File: src/rtl/ea_pkg.sv
package ea_pkg;

   typedef enum logic [2:0] {
      AM_ABS  = 3'd0,
      AM_IMM  = 3'd1,
      AM_RIND = 3'd2,
      AM_MIND = 3'd3,
      AM_IDX  = 3'd4,
      AM_REL  = 3'd5,
      AM_AINC = 3'd6,
      AM_ADEC = 3'd7
   } am_e;

   typedef enum logic {
      FS_IDLE = 1'b0,
      FS_WAIT = 1'b1
   } fetch_state_e;

endpackage

File: src/rtl/ea_const_ext.sv
module ea_const_ext #(
   parameter int CW       = 16,
   parameter int AW       = 32,
   parameter bit SIGN_EXT = 1'b1
) (
   input  logic [CW-1:0] k_in,
   output logic [AW-1:0] k_ext
);
   localparam int PADW = AW - CW;

   generate
      if (CW >= AW) begin : g_bad
         $error("ea_const_ext: constant width must be below address width");
      end
      if (SIGN_EXT) begin : g_sext
         assign k_ext = {{PADW{k_in[CW-1]}}, k_in};
      end else begin : g_zext
         assign k_ext = {{PADW{1'b0}}, k_in};
      end
   endgenerate
endmodule

File: src/rtl/ea_addr_calc.sv
module ea_addr_calc
   import ea_pkg::*;
#(
   parameter int AW         = 32,
   parameter int WORD_BYTES = 4
) (
   input  logic          reg_direct,
   input  am_e           mode,
   input  logic          size_word,
   input  logic [AW-1:0] reg_val,
   input  logic [AW-1:0] pc,
   input  logic [AW-1:0] k_ext,
   output logic [AW-1:0] res,
   output logic          res_is_addr,
   output logic          res_wb,
   output logic [AW-1:0] res_wb_data,
   output logic          need_mem
);
   localparam logic [AW-1:0] STEP_W = AW'(WORD_BYTES);
   localparam logic [AW-1:0] STEP_B = AW'(1);

   generate
      if (WORD_BYTES < 2 || (WORD_BYTES & (WORD_BYTES - 1)) != 0) begin : g_bad_wb
         $error("ea_addr_calc: WORD_BYTES must be a power of two above one");
      end
   endgenerate

   logic [AW-1:0] step;
   logic [AW-1:0] base;
   logic [AW-1:0] sum;
   logic [AW-1:0] ptr_inc;
   logic [AW-1:0] ptr_dec;

   assign step    = size_word ? STEP_W : STEP_B;
   // relative mode shares the index adder, with the PC as the base
   assign base    = (mode == AM_REL) ? pc : reg_val;
   assign sum     = base + k_ext;
   assign ptr_inc = reg_val + step;
   assign ptr_dec = reg_val - step;

   always_comb begin
      res         = reg_val;
      res_is_addr = 1'b1;
      res_wb      = 1'b0;
      res_wb_data = ptr_inc;
      need_mem    = 1'b0;
      if (reg_direct) begin
         res_is_addr = 1'b0;
      end else begin
         unique case (mode)
            AM_ABS:  res = k_ext;
            AM_IMM: begin
               res         = k_ext;
               res_is_addr = 1'b0;
            end
            AM_RIND: res = reg_val;
            AM_MIND: need_mem = 1'b1;
            AM_IDX,
            AM_REL:  res = sum;
            AM_AINC: begin
               res         = reg_val;
               res_wb      = 1'b1;
               res_wb_data = ptr_inc;
            end
            AM_ADEC: begin
               res         = ptr_dec;
               res_wb      = 1'b1;
               res_wb_data = ptr_dec;
            end
            default: res = reg_val;
         endcase
      end
   end
endmodule

File: src/rtl/ea_ind_fetch.sv
module ea_ind_fetch
   import ea_pkg::*;
#(
   parameter int AW = 32
) (
   input  logic          clk,
   input  logic          rst_n,
   input  logic          launch,
   input  logic [AW-1:0] ptr_addr,
   input  logic          rd_ready,
   output logic          rd_req,
   output logic [AW-1:0] rd_addr,
   output logic          fin,
   output logic          busy
);
   fetch_state_e st;
   logic [AW-1:0] addr_q;

   always_ff @(posedge clk or negedge rst_n) begin
      if (!rst_n) begin
         st     <= FS_IDLE;
         addr_q <= '0;
      end else begin
         unique case (st)
            FS_IDLE: if (launch) begin
               st     <= FS_WAIT;
               addr_q <= ptr_addr;
            end
            FS_WAIT: if (rd_ready) st <= FS_IDLE;
            default: st <= FS_IDLE;
         endcase
      end
   end

   assign rd_req  = (st == FS_WAIT);
   assign rd_addr = addr_q;
   assign busy    = (st == FS_WAIT);
   assign fin     = (st == FS_WAIT) && rd_ready;

   // request and address hold until ready
   a_r11_req_held: assert property (@(posedge clk) disable iff (!rst_n)
      rd_req && !rd_ready |=> rd_req && $stable(rd_addr));
   // request drops after the handshake
   a_r11_req_drop: assert property (@(posedge clk) disable iff (!rst_n)
      rd_req && rd_ready |=> !rd_req);
   // a launch opens a request on the next cycle
   a_r11_launch: assert property (@(posedge clk) disable iff (!rst_n)
      launch && !busy |=> rd_req && rd_addr == $past(ptr_addr));
endmodule

File: src/rtl/ea_unit.sv
module ea_unit
   import ea_pkg::*;
#(
   parameter int AW         = 32,
   parameter int CW         = 16,
   parameter int WORD_BYTES = 4,
   parameter bit SIGN_EXT   = 1'b1
) (
   input  logic          clk,
   input  logic          rst_n,
   input  logic          start,
   input  logic          reg_direct,
   input  logic [2:0]    mode,
   input  logic          size_word,
   input  logic [AW-1:0] reg_val,
   input  logic [AW-1:0] pc,
   input  logic [CW-1:0] konst,
   input  logic          mem_rd_ready,
   input  logic [AW-1:0] mem_rd_data,
   output logic          busy,
   output logic          done,
   output logic [AW-1:0] result,
   output logic          is_addr,
   output logic          wb_en,
   output logic [AW-1:0] wb_data,
   output logic          mem_rd_req,
   output logic [AW-1:0] mem_rd_addr
);
   generate
      if (AW < 16) begin : g_bad_aw
         $error("ea_unit: address width too small");
      end
   endgenerate

   am_e           mode_e;
   logic [AW-1:0] k_ext;
   logic [AW-1:0] c_res;
   logic          c_is_addr;
   logic          c_wb;
   logic [AW-1:0] c_wb_data;
   logic          c_need_mem;
   logic          accept;
   logic          fetch_fin;
   logic          fetch_busy;

   assign mode_e = am_e'(mode);
   assign accept = start && !fetch_busy;
   assign busy   = fetch_busy;

   ea_const_ext #(.CW(CW), .AW(AW), .SIGN_EXT(SIGN_EXT)) u_ext (
      .k_in  (konst),
      .k_ext (k_ext)
   );

   ea_addr_calc #(.AW(AW), .WORD_BYTES(WORD_BYTES)) u_calc (
      .reg_direct  (reg_direct),
      .mode        (mode_e),
      .size_word   (size_word),
      .reg_val     (reg_val),
      .pc          (pc),
      .k_ext       (k_ext),
      .res         (c_res),
      .res_is_addr (c_is_addr),
      .res_wb      (c_wb),
      .res_wb_data (c_wb_data),
      .need_mem    (c_need_mem)
   );

   ea_ind_fetch #(.AW(AW)) u_fetch (
      .clk      (clk),
      .rst_n    (rst_n),
      .launch   (accept && c_need_mem),
      .ptr_addr (k_ext),
      .rd_ready (mem_rd_ready),
      .rd_req   (mem_rd_req),
      .rd_addr  (mem_rd_addr),
      .fin      (fetch_fin),
      .busy     (fetch_busy)
   );

   always_ff @(posedge clk or negedge rst_n) begin
      if (!rst_n) begin
         done    <= 1'b0;
         result  <= '0;
         is_addr <= 1'b0;
         wb_en   <= 1'b0;
         wb_data <= '0;
      end else if (fetch_fin) begin
         done    <= 1'b1;
         result  <= mem_rd_data;
         is_addr <= 1'b1;
         wb_en   <= 1'b0;
      end else if (accept && !c_need_mem) begin
         done    <= 1'b1;
         result  <= c_res;
         is_addr <= c_is_addr;
         wb_en   <= c_wb;
         wb_data <= c_wb_data;
      end else begin
         done  <= 1'b0;
         wb_en <= 1'b0;
      end
   end

   // write-back only together with a result that is an address
   a_r10_wb_with_done: assert property (@(posedge clk) disable iff (!rst_n)
      wb_en |-> done && is_addr);
   // pointer update differs from the result by zero or one step
   a_r10_wb_step: assert property (@(posedge clk) disable iff (!rst_n)
      wb_en |-> (wb_data == result) || (wb_data - result == AW'(1))
                || (wb_data - result == AW'(WORD_BYTES)));
   // the fetched word is reported the cycle after ready
   a_r11_done_after_ready: assert property (@(posedge clk) disable iff (!rst_n)
      mem_rd_req && mem_rd_ready |=> done && is_addr && result == $past(mem_rd_data));
   // single-cycle modes report on the next cycle
   a_r13_one_cycle: assert property (@(posedge clk) disable iff (!rst_n)
      start && !busy && (reg_direct || mode != 3'd3) |=> done);
   // register-direct requests return an operand with no write-back
   a_r2_direct: assert property (@(posedge clk) disable iff (!rst_n)
      start && !busy && reg_direct |=> !is_addr && !wb_en && !mem_rd_req);
   // ready with no outstanding read yields no result
   a_r12_stray_ready: assert property (@(posedge clk) disable iff (!rst_n)
      mem_rd_ready && !mem_rd_req && !start |=> !done);
endmodule

File: config.mk
export PLATFORM = sky130hd
export DESIGN_NAME = ea_unit
export DESIGN_NICKNAME = d
export VERILOG_FILES = /design/src/rtl/ea_pkg.sv /design/src/rtl/ea_const_ext.sv /design/src/rtl/ea_addr_calc.sv /design/src/rtl/ea_ind_fetch.sv /design/src/rtl/ea_unit.sv
export SDC_FILE = /design/constraint.sdc
export NUM_CORES = 1
export LEC_CHECK = 0
export BUFFER_PORTS_ARGS = -buffer_cell sky130_fd_sc_hd__buf_4
export CORE_ASPECT_RATIO = 1.75
export CORE_UTILIZATION = 30
export CTS_BUF_LIST = sky130_fd_sc_hd__clkbuf_4
export DETAILED_ROUTE_END_ITERATION = 10
export REMOVE_ABC_BUFFERS = 1
export SLEW_MARGIN = 20
export SYNTH_ARGS = -nofsm -noshare
export SYNTH_HDL_FRONTEND = slang
export SYNTH_SLANG_ARGS = --single-unit
File: constraint.sdc
create_clock -name clk -period 2 [get_ports clk]
set_input_delay 0.2 -clock clk [delete_from_list [all_inputs] [get_ports clk]]
set_output_delay 0.2 -clock clk [all_outputs]
set_load 0.1 [all_outputs]
==> summary.md <==
| Metric | Value |
|---|---|
| Vias | 9,386 |
| Fin nets | 1,552 |
| Clock sink count | 84 |
| Post-route setup slack | -0.575 ns |
| Layout cells sized above 1 | 50.4% |
| Post-layout minimum cycle time | 2.57 ns |
| First DRT Iteration DRCs | 548 |
| Antenna violations before repair | 1 |
| #FFs+latches synth | 84 |
| Worst endpoint data arrival time | 2.98 ns |
| Clock latency on the worst-skew pair | roughly 0.51 ns |
| TritonCTS clock tree | yes |
| PortBufs | ~220 |
| Die area | between 20,000 and 30,000 um^2 |
| Highest net fanout along the worst path | 7 |
| Crit path capture type | flop |
| Most frequent cells in the layout | buf_4, dfrtp_1, nand2_1, o21ai_0, a21oi_1 |
| Reg clk slew, reported paths | between 0.15 and 0.2 ns |
| Drc violations | 0 |
| Most common cell after layout, fill and taps aside | buf_4 |
| Post-Syn Area | about 7900 um^2 |
| H-tree depth | 3 |
| First-pass GRT wire length | between 50 and 60 mm |
| Flop-to-flop setup slack | -0.09 ns |
| Failing checks | negative setup slack |
| Routability cong. | about 0.97 |
| Leak | 5.90 nW |
| Required @ worst endpoint | 2.41 ns |
| GRT Total Usage | between 20% and 30% |
| Setup CP Type | in2reg |
| Per-cell routed wire length | 21.4 um |
| Avg Cell Area, Syn | 8.36 um^2 |
| Max VDD drop | 0.625 mV |
| Width of the die | approximately 120 um |
| Vias per cell | 5.48 |
| Unique masters post-synth | 84 |
| Area Growth Syn to Fin | 67.6% |
| Starting density of the core | 30.4% |
| Num rows | 78 |
| Run status | complete, but fails checks |
| Slew Viols, Final | 0 |
| Fin. Hold Viols | 0 |
| Post-route ant nets | 0 |
| Finished Layout Cells | 1,712 |
| Fin util | 50.9% |
| Most used DFF post-synth | dfrtp_1 |
| Total Power | 9.93 mW |
| FMAX | 0.388 GHz |
| Largest net degree at the start of global routing | 55 |
| Synth warn | 0 |
| Fillers | 2,435 |
| Register area share after synthesis | roughly 27% |
| Placed Area | between 10,000 and 15,000 um^2 |
| MaxCap Viol Count | 0 |
| Pwr dens | 754 nW/um^2 |
| Core area | 25,900 um^2 |
| CTS buffer count | 9 |
| Post-synth ARST share | 100% |
| Max-slew headroom | roughly 57% |
| Final Cell Area | between 10,000 and 15,000 um^2 |
| CP Launch Type | input port |
| Ports | 222 |
| Setup slack after placement | -1.36 ns |
| Min-delay worst type | in2reg |
| Clk root buf | clkbuf_4 |
| Total gr overflow | 0 |
| RSZ-0062 raised after global routing | yes |
| Final WL | about 37 mm |
| Placed wire-length estimate | 28.4 mm |
| Endpoints failing setup | 27 |
| Crit share post-route | 129% |
| Cells after DPL | 1,630 |
| Tightest Pin Transition | 0.642 ns |
| Post-synth EDFFs | 0 |
| Die Span Y | between 200 and 250 um |
| Clk_skew | 0.0203 ns |
| Vias in the first global route | 9,559 |
| TritonRoute pass-1 iters | 5 |
| Cells after Synth | 940 |
| CTS Buffer Depth | 2 |
-- kinds of logic after synthesis --
logic type / count (synthesis) / synth area share (%)
AO/OA/AOI/OAI: 328 / 27.3
buffers and inverters: 106 / 6.74
multiplexers: 55 / 7.75
adder cells (fa/ha/maj): 45 / 7.26
AND/OR/NAND/NOR: 251 / 16.3
XOR/XNOR: 71 / 7.91
flip-flops: 84 / 26.8
-- registers in the layout, summed over array words and instances, names as in the netlist --
signal / cells
wb_data: 32
wb_en: 1
u_fetch.rd_addr: 16
is_addr: 1
result: 32
u_fetch.busy: 1
done: 1
-- worst paths after layout --
check | from | to | cells after the start
max | mode[2] | result[21] | 19
min | reg_val[31] | wb_data[31] | 3
max reg2reg | u_fetch.busy | result[25] | 7
min reg2reg | wb_data[0] | wb_data[0] | 2
max in group asynchronous | rst_n | wb_data[12] | 3
min in group asynchronous | rst_n | u_fetch.rd_addr[13] | 2
-- cells in the mapped netlist (3+ instances only) --
cell type | count | area [um^2]
xor2_1 | 35 | 307
nor3_1 | 24 | 120
nand3_1 | 22 | 110
buf_4 | 20 | 150
a32oi_1 | 3 | 26.3
and4_1 | 5 | 43.8
buf_2 | 22 | 110
inv_1 | 16 | 60.1
o31ai_1 | 3 | 22.5
o21bai_1 | 5 | 37.5
o211ai_1 | 11 | 82.6
clkbuf_1 | 41 | 154
nand4_1 | 6 | 37.5
nor2_1 | 50 | 188
a22oi_1 | 15 | 113
nand2b_1 | 5 | 31.3
mux2_2 | 47 | 529
o21a_1 | 11 | 82.6
mux2i_1 | 8 | 80.1
and2b_1 | 3 | 22.5
nand2_1 | 81 | 304
xnor2_1 | 36 | 315
nor3_2 | 4 | 40.0
nor2b_1 | 5 | 31.3
a221oi_1 | 11 | 96.3
a222oi_1 | 7 | 70.1
nor4_1 | 4 | 25.0
dfrtp_1 | 84 | 2100
a32o_1 | 3 | 30.0
o21ai_0 | 98 | 490
a21oi_2 | 4 | 35.0
o221ai_1 | 10 | 87.6
o21ai_1 | 8 | 40.0
ha_1 | 44 | 551
and3_1 | 14 | 87.6
buf_1 | 3 | 11.3
a31oi_1 | 8 | 50.1
a2bb2oi_1 | 3 | 26.3
or2_2 | 5 | 31.3
a21o_1 | 18 | 135
o22ai_1 | 6 | 37.5
a21oi_1 | 78 | 390
-- repair_timing --
| action | CTS | global route |
|---|---|---|
| pin swaps | 50 | 59 |
| setup endpoints to repair | 30 | 40 |
| setup buffers | 18 | 12 |
| hold endpoints to repair | 70 | 0 |
| cloned | 1 | 0 |
| hold buffers | 36 | 0 |
| gates resized for setup | 122 | 96 |
-- stage by stage --
stage               hold WS, ns  TNS [ns]
floorplan               -0.0956   -250.66
global placement          0.246    -38.22
detailed placement        0.260    -40.24
CTS                     0.00466     -7.63
global route             0.0214    -12.49
finish                   0.0289    -10.04
-- routing by layer --
layer | GRT usage, % | share of wire (%) | vias to the layer above
met5 | 0 | 0 | -
met2 | 48.7 | 52 | 402
li1 | - | - | 4348
met4 | 19.4 | 7.5 | 0
met3 | 2.59 | 4.2 | 123
met1 | 27.7 | 36 | 4513
-- worst max-delay path, stage by stage --
cell	delay, ns
buf_8	0.09
inv_6	0.03
nor2_4	0.13
nand2_4	0.11
buf_8	0.16
mux2_4	0.32
ha_4	0.27
a21o_1	0.15
a21oi_4	0.08
o211ai_1	0.18
buf_4	0.18
o2bb2ai_4	0.15
a31oi_4	0.14
buf_4	0.16
buf_6	0.11
a21oi_1	0.16
xnor2_1	0.13
buf_4	0.14
o21ai_0	0.07
-- final cells by class --
| cell class | instances | area (um^2) | area share (%) |
|---|---|---|---|
| antenna | 1 | 2.50 | 0.0190 |
| multi-input combinational | 750 | 6220 | 47.2 |
| clock buffer | 9 | 67.6 | 0.513 |
| inverter | 16 | 65.1 | 0.494 |
| clock inverter | 7 | 98.8 | 0.751 |
| timing repair buffer | 525 | 4220 | 32.0 |
| tap | 320 | 400 | 3.04 |
| sequential | 84 | 2100 | 16.0 |
-- report_power, final --
part | leakage [nW] | switching, mW | internal [mW]
Sequential | 1.02 | 0.210 | 1.98
Combinational | 4.80 | 4.46 | 2.01
Clock | 0.0821 | 0.748 | 0.515
No activity file was read; power rests on OpenSTA's default activity.
